$ cat src/rtl/rvc_pkg.sv
package rvc_pkg;

  typedef enum logic [1:0] {
    SC_IDLE   = 2'd0,
    SC_SCAN   = 2'd1,
    SC_FINISH = 2'd2
  } scan_state_e;

  function automatic int cnt_width(input int rows);
    return $clog2(rows + 1);
  endfunction

  function automatic int idx_width(input int cats);
    return (cats > 1) ? $clog2(cats) : 1;
  endfunction

endpackage

$ cat src/rtl/rvc_rule_rows.sv
module rvc_rule_rows #(
  parameter int M = 8,
  parameter int N = 6
) (
  input  logic [M*N-1:0] units,
  output logic [M-1:0]   row_hit
);
  for (genvar r = 0; r < M; r++) begin : g_row
    assign row_hit[r] = &units[r*N +: N];
  end
endmodule

$ cat src/rtl/rvc_vote_count.sv
module rvc_vote_count #(
  parameter int M  = 8,
  parameter int CW = rvc_pkg::cnt_width(M)
) (
  input  logic [M-1:0]  row_hit,
  output logic [CW-1:0] votes
);
  always_comb begin
    votes = '0;
    for (int r = 0; r < M; r++) begin
      votes = votes + CW'(row_hit[r]);
    end
  end
endmodule

$ cat src/rtl/rvc_certainty.sv
module rvc_certainty #(
  parameter int M      = 8,
  parameter int CW     = rvc_pkg::cnt_width(M),
  parameter int CERT_W = 8
) (
  input  logic [CW-1:0]     count,
  output logic [CERT_W-1:0] certainty
);
  localparam int PW = CW + CERT_W;
  localparam logic [PW-1:0] FULL = PW'((2 ** CERT_W) - 1);
  localparam logic [PW-1:0] DIV  = PW'(M);

  logic [PW-1:0] prod;
  logic [PW-1:0] quot;

  always_comb begin
    prod      = PW'(count) * FULL;
    quot      = prod / DIV;
    certainty = quot[CERT_W-1:0];
  end
endmodule

$ cat src/rtl/rvc_max_scan.sv
module rvc_max_scan
  import rvc_pkg::*;
#(
  parameter int K  = 4,
  parameter int M  = 8,
  parameter int CW = cnt_width(M),
  parameter int IW = idx_width(K)
) (
  input  logic          clk,
  input  logic          rst_n,
  input  logic          start,
  input  logic [CW-1:0] counts [K],
  output logic          ready,
  output logic          done,
  output logic [IW-1:0] win_idx,
  output logic [CW-1:0] win_count
);
  localparam logic [IW-1:0] LAST = IW'(K - 1);

  scan_state_e   state_q;
  logic [IW-1:0] scan_idx_q;
  logic [IW-1:0] best_idx_q;
  logic [CW-1:0] best_cnt_q;
  logic [CW-1:0] cur_cnt;
  logic          take_cur;

  always_comb begin
    cur_cnt  = counts[scan_idx_q];
    take_cur = (scan_idx_q == '0) || (cur_cnt > best_cnt_q);
  end

  always_ff @(posedge clk or negedge rst_n) begin
    if (!rst_n) begin
      state_q    <= SC_IDLE;
      scan_idx_q <= '0;
      best_idx_q <= '0;
      best_cnt_q <= '0;
      win_idx    <= '0;
      win_count  <= '0;
      done       <= 1'b0;
    end else begin
      done <= 1'b0;
      unique case (state_q)
        SC_IDLE: begin
          if (start) begin
            state_q    <= SC_SCAN;
            scan_idx_q <= '0;
          end
        end
        SC_SCAN: begin
          if (take_cur) begin
            best_cnt_q <= cur_cnt;
            best_idx_q <= scan_idx_q;
          end
          if (scan_idx_q == LAST) begin
            state_q <= SC_FINISH;
          end else begin
            scan_idx_q <= scan_idx_q + 1'b1;
          end
        end
        SC_FINISH: begin
          win_idx   <= best_idx_q;
          win_count <= best_cnt_q;
          done      <= 1'b1;
          state_q   <= SC_IDLE;
        end
        default: state_q <= SC_IDLE;
      endcase
    end
  end

  assign ready = (state_q == SC_IDLE);

  assert_done_pulse_R5: assert property (@(posedge clk) disable iff (!rst_n)
    done |=> !done);

  assert_busy_after_accept_R6: assert property (@(posedge clk) disable iff (!rst_n)
    (start && ready) |=> !ready);

  assert_ready_with_done_R6: assert property (@(posedge clk) disable iff (!rst_n)
    done |-> ready);

  assert_result_hold_R7: assert property (@(posedge clk) disable iff (!rst_n)
    !done |-> ($stable(win_idx) && $stable(win_count)));

  assert_idx_range_R3: assert property (@(posedge clk) disable iff (!rst_n)
    done |-> (win_idx <= LAST));

  assert_count_match_R4: assert property (@(posedge clk) disable iff (!rst_n)
    done |-> (win_count == counts[win_idx]));

  for (genvar k = 0; k < K; k++) begin : g_chk
    assert_not_beaten_R3: assert property (@(posedge clk) disable iff (!rst_n)
      done |-> (counts[k] <= win_count));
    assert_lowest_tie_R3: assert property (@(posedge clk) disable iff (!rst_n)
      (done && (IW'(k) < win_idx)) |-> (counts[k] < win_count));
  end
endmodule

$ cat src/rtl/rule_vote_classifier.sv
module rule_vote_classifier
  import rvc_pkg::*;
#(
  parameter int K      = 4,
  parameter int M      = 8,
  parameter int N      = 6,
  parameter int CERT_W = 8,
  localparam int CW    = cnt_width(M),
  localparam int IW    = idx_width(K),
  localparam int UW    = K * M * N
) (
  input  logic              clk,
  input  logic              rst_n,
  input  logic              in_valid,
  output logic              in_ready,
  input  logic [UW-1:0]     in_units,
  output logic              done,
  output logic [IW-1:0]     win_idx,
  output logic [CW-1:0]     win_count,
  output logic [CERT_W-1:0] win_certainty
);
  localparam int CAT_W = M * N;

  logic          accept;
  logic [CW-1:0] votes_now [K];
  logic [CW-1:0] votes_q   [K];

  assign accept = in_valid && in_ready;

  for (genvar k = 0; k < K; k++) begin : g_cat
    logic [M-1:0] row_hit;

    rvc_rule_rows #(.M(M), .N(N)) u_rows (
      .units   (in_units[k*CAT_W +: CAT_W]),
      .row_hit (row_hit)
    );

    rvc_vote_count #(.M(M), .CW(CW)) u_count (
      .row_hit (row_hit),
      .votes   (votes_now[k])
    );

    always_ff @(posedge clk or negedge rst_n) begin
      if (!rst_n) begin
        votes_q[k] <= '0;
      end else if (accept) begin
        votes_q[k] <= votes_now[k];
      end
    end

    assert_count_range_R2: assert property (@(posedge clk) disable iff (!rst_n)
      votes_q[k] <= CW'(M));
  end

  rvc_max_scan #(.K(K), .M(M), .CW(CW), .IW(IW)) u_scan (
    .clk       (clk),
    .rst_n     (rst_n),
    .start     (accept),
    .counts    (votes_q),
    .ready     (in_ready),
    .done      (done),
    .win_idx   (win_idx),
    .win_count (win_count)
  );

  rvc_certainty #(.M(M), .CW(CW), .CERT_W(CERT_W)) u_cert (
    .count     (win_count),
    .certainty (win_certainty)
  );

  assert_cert_full_R8: assert property (@(posedge clk) disable iff (!rst_n)
    (win_count == CW'(M)) |-> (win_certainty == {CERT_W{1'b1}}));

  assert_cert_zero_R8: assert property (@(posedge clk) disable iff (!rst_n)
    (win_count == '0) |-> (win_certainty == '0));
endmodule

$ cat config.mk
export PLATFORM = sky130hd
export DESIGN_NAME = rule_vote_classifier
export DESIGN_NICKNAME = d
export VERILOG_FILES = /design/src/rtl/rvc_pkg.sv /design/src/rtl/rvc_rule_rows.sv /design/src/rtl/rvc_vote_count.sv /design/src/rtl/rvc_certainty.sv /design/src/rtl/rvc_max_scan.sv /design/src/rtl/rule_vote_classifier.sv
export SDC_FILE = /design/constraint.sdc
export NUM_CORES = 1
export LEC_CHECK = 0
export ABC_AREA = 0
export BUFFER_PORTS_ARGS = -buffer_cell sky130_fd_sc_hd__buf_2
export CAP_MARGIN = 20
export CORE_MARGIN = 2
export CORE_UTILIZATION = 42
export CTS_BUF_LIST = sky130_fd_sc_hd__clkbuf_8
export DETAILED_ROUTE_END_ITERATION = 7
export GPL_ROUTABILITY_DRIVEN = 0
export GPL_TIMING_DRIVEN = 0
export PLACE_DENSITY = 0.93
export RECOVER_POWER = 50
export SETUP_SLACK_MARGIN = 0.1
export SLEW_MARGIN = 25
export SYNTH_ARGS = -nofsm -noshare
export SYNTH_HDL_FRONTEND = slang
export SYNTH_SLANG_ARGS = --single-unit
$ cat constraint.sdc
create_clock -name clk -period 3.8 [get_ports clk]
set_input_delay 0.57 -clock clk [delete_from_list [all_inputs] [get_ports clk]]
set_output_delay 0.57 -clock clk [all_outputs]
set_load 0.03 [all_outputs]
### After elaboration in Yosys (flattened, before gate mapping)

Index checks and enable logic that the tools add are counted.

| cells by class | value |
|---|---|
| div/mod/pow operators | 0 |
| muxes and demuxes | 10 |
| bitwise gates (word level) | 1 |
| $lt $le $gt $ge | 2 |
| reduce and logical (&&, ||, !) cells | 40 |
| shift-type cells | 0 |
| $add $sub $neg | 29 |
| multipliers | 1 |
| eq/ne operators | 6 |

Operators by type and width:

| operator | number |
|---|---|
| 6-bit AND reduction | 32 |
| 4-bit by 1-bit adder with 4-bit output | 24 |
| 4-bit by 8-bit multiplier with 11-bit output (second input constant) | 1 |
| 1-bit by 1-bit adder with 2-bit output | 4 |
| 4-bit binary-select mux with 2-bit select | 1 |
| 2-bit 2-to-1 mux | 4 |
| 4-bit 2-to-1 mux | 2 |
| 2-bit one-hot mux with 2 select lines | 2 |
| 2-bit equality test (second input constant) | 2 |
| 4-bit > comparator | 1 |
| 2-bit logical NOT | 2 |
| 2-bit by 1-bit inequality test with 1-bit output (second input constant) | 2 |
| 2-bit AND reduction | 2 |
| 3-bit >= comparator (second input constant) | 1 |
| 2-bit inverter with 3-bit output | 1 |
| 3-bit AND reduction | 1 |
| 2-bit by 1-bit adder with 2-bit output (second input constant) | 1 |
| 2-bit by 1-bit equality test with 1-bit output (second input constant) | 1 |
| 2-bit inequality test (second input constant) | 1 |
| 2-bit nonzero test | 1 |
| 1-bit logical AND | 1 |
| 1-bit logical OR | 1 |
| 1-bit 2-to-1 mux | 1 |

| word-level totals | value |
|---|---|
| bits in latches | 0 |
| input port bits | 195 |
| output and inout port bits | 16 |
| bits in read-only memories | 0 |
| register bits | 33 |
| memories kept | 0 |
| memory bits (writable) | 0 |

### Depth between registers and ports, before layout

| logic depth | value |
|---|---|
| depth after elaboration | 8 |
| gate-level depth with buffers | 11 |
| mapped depth without buffers | 11 |

### By module

From an unflattened synthesis, not the netlist that was laid out.

| second synthesis, totals | value |
|---|---|
| cell total of the unflattened synthesis | 348 |
| area, all modules | 3233.1 um^2 |

Modules (own cells, without submodules):

| module | area an instance (um^2) | cells an instance | seq. area each (um^2) | times used |
|---|---|---|---|---|
| rvc_max_scan | 894.6 | 71 | 425.4 | 1 |
| rvc_vote_count | 190.2 | 24 | 0.0 | 4 |
| rule_vote_classifier | 649.4 | 35 | 400.4 | 1 |
| rvc_certainty | 488.0 | 50 | 0.0 | 1 |
| rvc_rule_rows | 110.1 | 24 | 0.0 | 4 |

### Worst setup path after synthesis

OpenSTA, ideal clock, no wires.

| timing path | value |
|---|---|
| path type | register -> output |
| start point | register u_scan.win_count[1] |
| end point | output port win_certainty[4] |
| data arrival time | 3247 ps |
| data required time | 3230 ps |
| stages on the path, launching flop included | 8 |
| buffers on the path | 0 |
| path slack | -17 ps |
| cells stage by stage | dfrtp_1 > fa_1 > fa_1 > ha_1 > a41o_1 > a21oi_1 > inv_1 > o21ai_0 |

| between the ends | value |
|---|---|
| longest elaborated chain between the ends | 1 |

RTL lines:

| element | RTL line | RTL |
|---|---|---|
| start, declared | rvc_max_scan.sv:16 | `output logic [CW-1:0] win_count` |
| start signal, assigned | rvc_max_scan.sv:63 | `win_count <= best_cnt_q;` |
| 4-bit by 8-bit multiplier with 11-bit output | rvc_certainty.sv:17 | `prod = PW'(count) * FULL;` |
| end, declared | rule_vote_classifier.sv:20 | `output logic [CERT_W-1:0] win_certainty` |

Every way passes these cells.

### Final worst setup path

| timing path | value |
|---|---|
| start point | register u_scan.win_count[2] |
| end point | output port win_certainty[7] |

The elaborated chain is that of the path after synthesis.

==> insert_results.sql <==
INSERT INTO impl_metrics (metric_group, metric, value, unit) VALUES
('drt', 'drt_wl_total', '8290', 'um'),
('run_status', 'violated_checks', 'capacitance limit, slew limit', ''),
('power', 'switching_share', '0.374', ''),
('place', 'postPlaceCellArea', '4040', 'um2'),
('sta', 'max_freq', '274', 'MHz'),
('clock_tree', 'library_cell_used_as_clock_root_buffer', 'sky130_fd_sc_hd__clkbuf_8', ''),
('sta', 'finalMaxSlewViolations', '34', ''),
('worst_setup_path', 'critPathTopFamily', 'adder cells', ''),
('worst_setup_path', 'cpPeakStageDelay', '640', 'ps'),
('sta', 'timing.hold.ws', '485', 'ps'),
('grt', 'grt_util_all_layers', '0.216', ''),
('clock_tree', 'cts_h_tree_lvls', '2', ''),
('grt', 'grt_antenna_before_repair', '0', ''),
('drt', 'wire_per_inst', '14.1', 'um'),
('place', 'placement.io_buffers', '210', ''),
('sta', 'finalSetupViolCount', '0', ''),
('worst_setup_path', 'critPathMaxFanout', '4', ''),
('yosys', 'synth-xor-area-share', '0.0304', ''),
('clock_tree', 'clkTransAtPathRegs', '70', 'ps'),
('drt', 'post-route-drc-count', '0', ''),
('run_status', 'status', 'finished with violations', ''),
('power', 'comb_power_share', '0.458', ''),
('yosys', 'post_synthesis_instance_area', '2880', 'um2'),
('worst_setup_path', 'cp.arrival', '3080', 'ps'),
('drt', 'route.antenna.remaining_nets', '0', ''),
('worst_setup_path', 'regToRegSetupSlack', '1320', 'ps'),
('clock_tree', 'insertion_delay', '280', 'ps'),
('power', 'leakagePower', '2.29', 'nW'),
('clock_tree', 'tritoncts_clock_tree', 'built', ''),
('floorplan', 'die_h', '86.8', 'um'),
('worst_setup_path', 'timing.critical_path.to_type', 'output pin', ''),
('power', 'p_switching', '560', 'uW'),
('place', 'hpwlAfterDp', '7320', 'um'),
('layout', 'fin_nets', '751', ''),
('yosys', 'synth.ff_latch_count', '33', ''),
('grt', 'first_global_vias', '2830', ''),
('flow_run', 'cap_violations', '1', ''),
('power', 'vdd_drop_max', '196', 'uV'),
('worst_hold_path', 'hold_path_class', 'flop to flop', ''),
('yosys', 'ys_top_cells_by_count', 'sky130_fd_sc_hd__dfrtp_1, sky130_fd_sc_hd__inv_1, sky130_fd_sc_hd__ha_1', ''),
('worst_hold_path', 'whs_path_cells', '2', ''),
('yosys', 'combinational_family_with_the_most_area_after_synthesis', 'adder cells', ''),
('clock_tree', 'postCtsHoldBufs', '0', ''),
('power', 'fin_total_pwr', '1.50', 'mW'),
('power', 'power.density_cell_area', '353', 'nW/um2'),
('yosys', 'synth_enable_flop_cells', '0', ''),
('sta', 'post_route_fraction_of_the_period_consumed_by_the_critical_path', '0.961', ''),
('floorplan', 'floorplan.io_pins', '211', ''),
('layout', 'flow.area_growth_from_synthesis', '47.0', '%'),
('grt', 'maximum_number_of_pins_on_one_net_before_global_route_repair', '34', ''),
('layout', 'final_core_utilization', '0.631', ''),
('worst_setup_path', 'critical_path.n_buffers_inverters', '2', ''),
('floorplan', 'dieWidth', '86.8', 'um'),
('yosys', 'yosys_warnings', '0', ''),
('grt', 'grt_pass1_wl', '12600', 'um'),
('sta', 'tightestPinTransition', '1680', 'ps'),
('yosys', 'synthMuxAreaShare', '0.0816', ''),
('floorplan', 'core', '6720', 'um2'),
('worst_setup_path', 'critPathSlowestCell', 'sky130_fd_sc_hd__fa_2', ''),
('yosys', 'cell_accounting_for_the_most_synthesized_area', 'sky130_fd_sc_hd__dfrtp_1', ''),
('worst_setup_path', 'cp_cell_sequence', 'fa_2 > buf_4 > fa_2 > ha_4 > a211oi_2 > o21ai_1 > a22oi_1 > xnor2_1 > buf_4', ''),
('worst_setup_path', 'regToRegStartpoint', 'u_scan.scan_idx_q[0]', ''),
('sta', 'rsz_0062_raised_after_global_routing', 'yes', ''),
('drt', 'num_vias', '2996', ''),
('worst_setup_path', 'path_class', 'flop to output pin', ''),
('yosys', 'yosys-top-cells-area', 'sky130_fd_sc_hd__dfrtp_1, sky130_fd_sc_hd__fa_1, sky130_fd_sc_hd__ha_1, sky130_fd_sc_hd__and4_1, sky130_fd_sc_hd__nand3_1', ''),
('power', 'clock_power_share', '0.225', ''),
('drt', 'drt_iter0_drc', '140', ''),
('yosys', 'synth_simple_gate_area_share', '0.206', ''),
('worst_hold_path', 'whs_endpoint', 'votes_q[5]', ''),
('floorplan', 'fp-row-count', '30', '');
metal layers:
layer	GRT usage	vias to the layer above	routed length, um
li1	-	1461	-
met1	0.275	1402	3250
met5	0	-	0
met2	0.368	122	4390
met3	0.0514	11	547
met4	0.0568	0	102
registers in the layout, indices dropped and copies added (netlist names):
signal	cells
u_scan.best_cnt_q	4
u_scan.win_count	4
u_scan.state_q	2
votes_q	16
u_scan.done	1
u_scan.scan_idx_q	2
u_scan.best_idx_q	2
u_scan.win_idx	2
final cells by class:
type	count	area [um2]
Multi-Input combinational cell	218	1960
Timing Repair Buffer	216	1100
Buffer	5	26.3
Clock buffer	6	82.6
Clock inverter	2	33.8
Fill cell	561	2480
Tap cell	80	100
Antenna cell	1	2.50
Sequential cell	33	830
Inverter	28	105
worst reg2reg max path, cell delays in order (launching register included):
cell	delay (ps)
sky130_fd_sc_hd__dfrtp_1	370
sky130_fd_sc_hd__buf_6	150
sky130_fd_sc_hd__mux4_2	550
sky130_fd_sc_hd__ha_1	330
sky130_fd_sc_hd__nor2b_1	170
sky130_fd_sc_hd__o211ai_1	140
sky130_fd_sc_hd__a21oi_4	290
sky130_fd_sc_hd__mux2_2	370
layout by cell type, fill, tap and decap left out, drive strengths merged, types with 3 or more instances in the layout:
| cell type | n |
|---|---|
| buf | 216 |
| mux4 | 4 |
| inv | 29 |
| ha | 27 |
| nor2 | 11 |
| o21ai | 23 |
| nand2b | 3 |
| a21oi | 6 |
| nand4 | 9 |
| xnor2 | 5 |
| dfrtp | 33 |
| nand2 | 26 |
| and4 | 24 |
| fa | 22 |
| nor2b | 4 |
| xor2 | 5 |
| clkbuf | 11 |
| mux2 | 11 |
| nand3 | 25 |
per-stage QoR:
step                      cells  worst slack, ps
after floorplan             284              145
after global placement      574              216
after detailed placement    574             51.6
after CTS                   584             76.3
after global routing        588             12.7
final                       589              148
power by group through the flow:
stage          combinational, mW  clock, mW  sequential, mW
3_3_place_gp               0.635          0           0.476
5_1_grt                    0.749      0.359           0.485
3_5_place_dp               0.672          0           0.480
6_report                   0.685      0.336           0.475
2_1_floorplan              0.418          0           0.497
4_1_cts                    0.686      0.345           0.474
logic make-up (layout without fill, tap and decap cells):
group                    after synthesis  in the layout
XOR/XNOR                              10             10
other                                  0              1
flip-flops                            33             33
adder cells (fa/ha/maj)               49             49
buffers and inverters                 33            257
AO/OA/AOI/OAI                         38             38
multiplexers                          16             16
AND/OR/NAND/NOR                      105            105
timing repair:
| action | in CTS | in global routing |
|---|---|---|
| setup endpoints to repair | 5 | 2 |
| gates resized for setup | 10 | 3 |
| pin swaps | 4 | 2 |
| buffers inserted | 2 | 4 |
how the worst max path moves through the flow:
stage | startpoint | depth (start not counted) | endpoint | slack [ps]
final | u_scan.win_count[2] | 9 | win_certainty[7] | 150
after global routing | u_scan.win_count[2] | 9 | win_certainty[7] | 10
after CTS | u_scan.win_count[3] | 9 | win_certainty[7] | 80
after detailed placement | u_scan.win_count[1] | 8 | win_certainty[7] | 50
after global placement | u_scan.win_count[1] | 8 | win_certainty[7] | 220
after floorplan | u_scan.win_count[1] | 5 | win_certainty[3] | 150
Note: power is estimated with default switching activity, not from simulation.
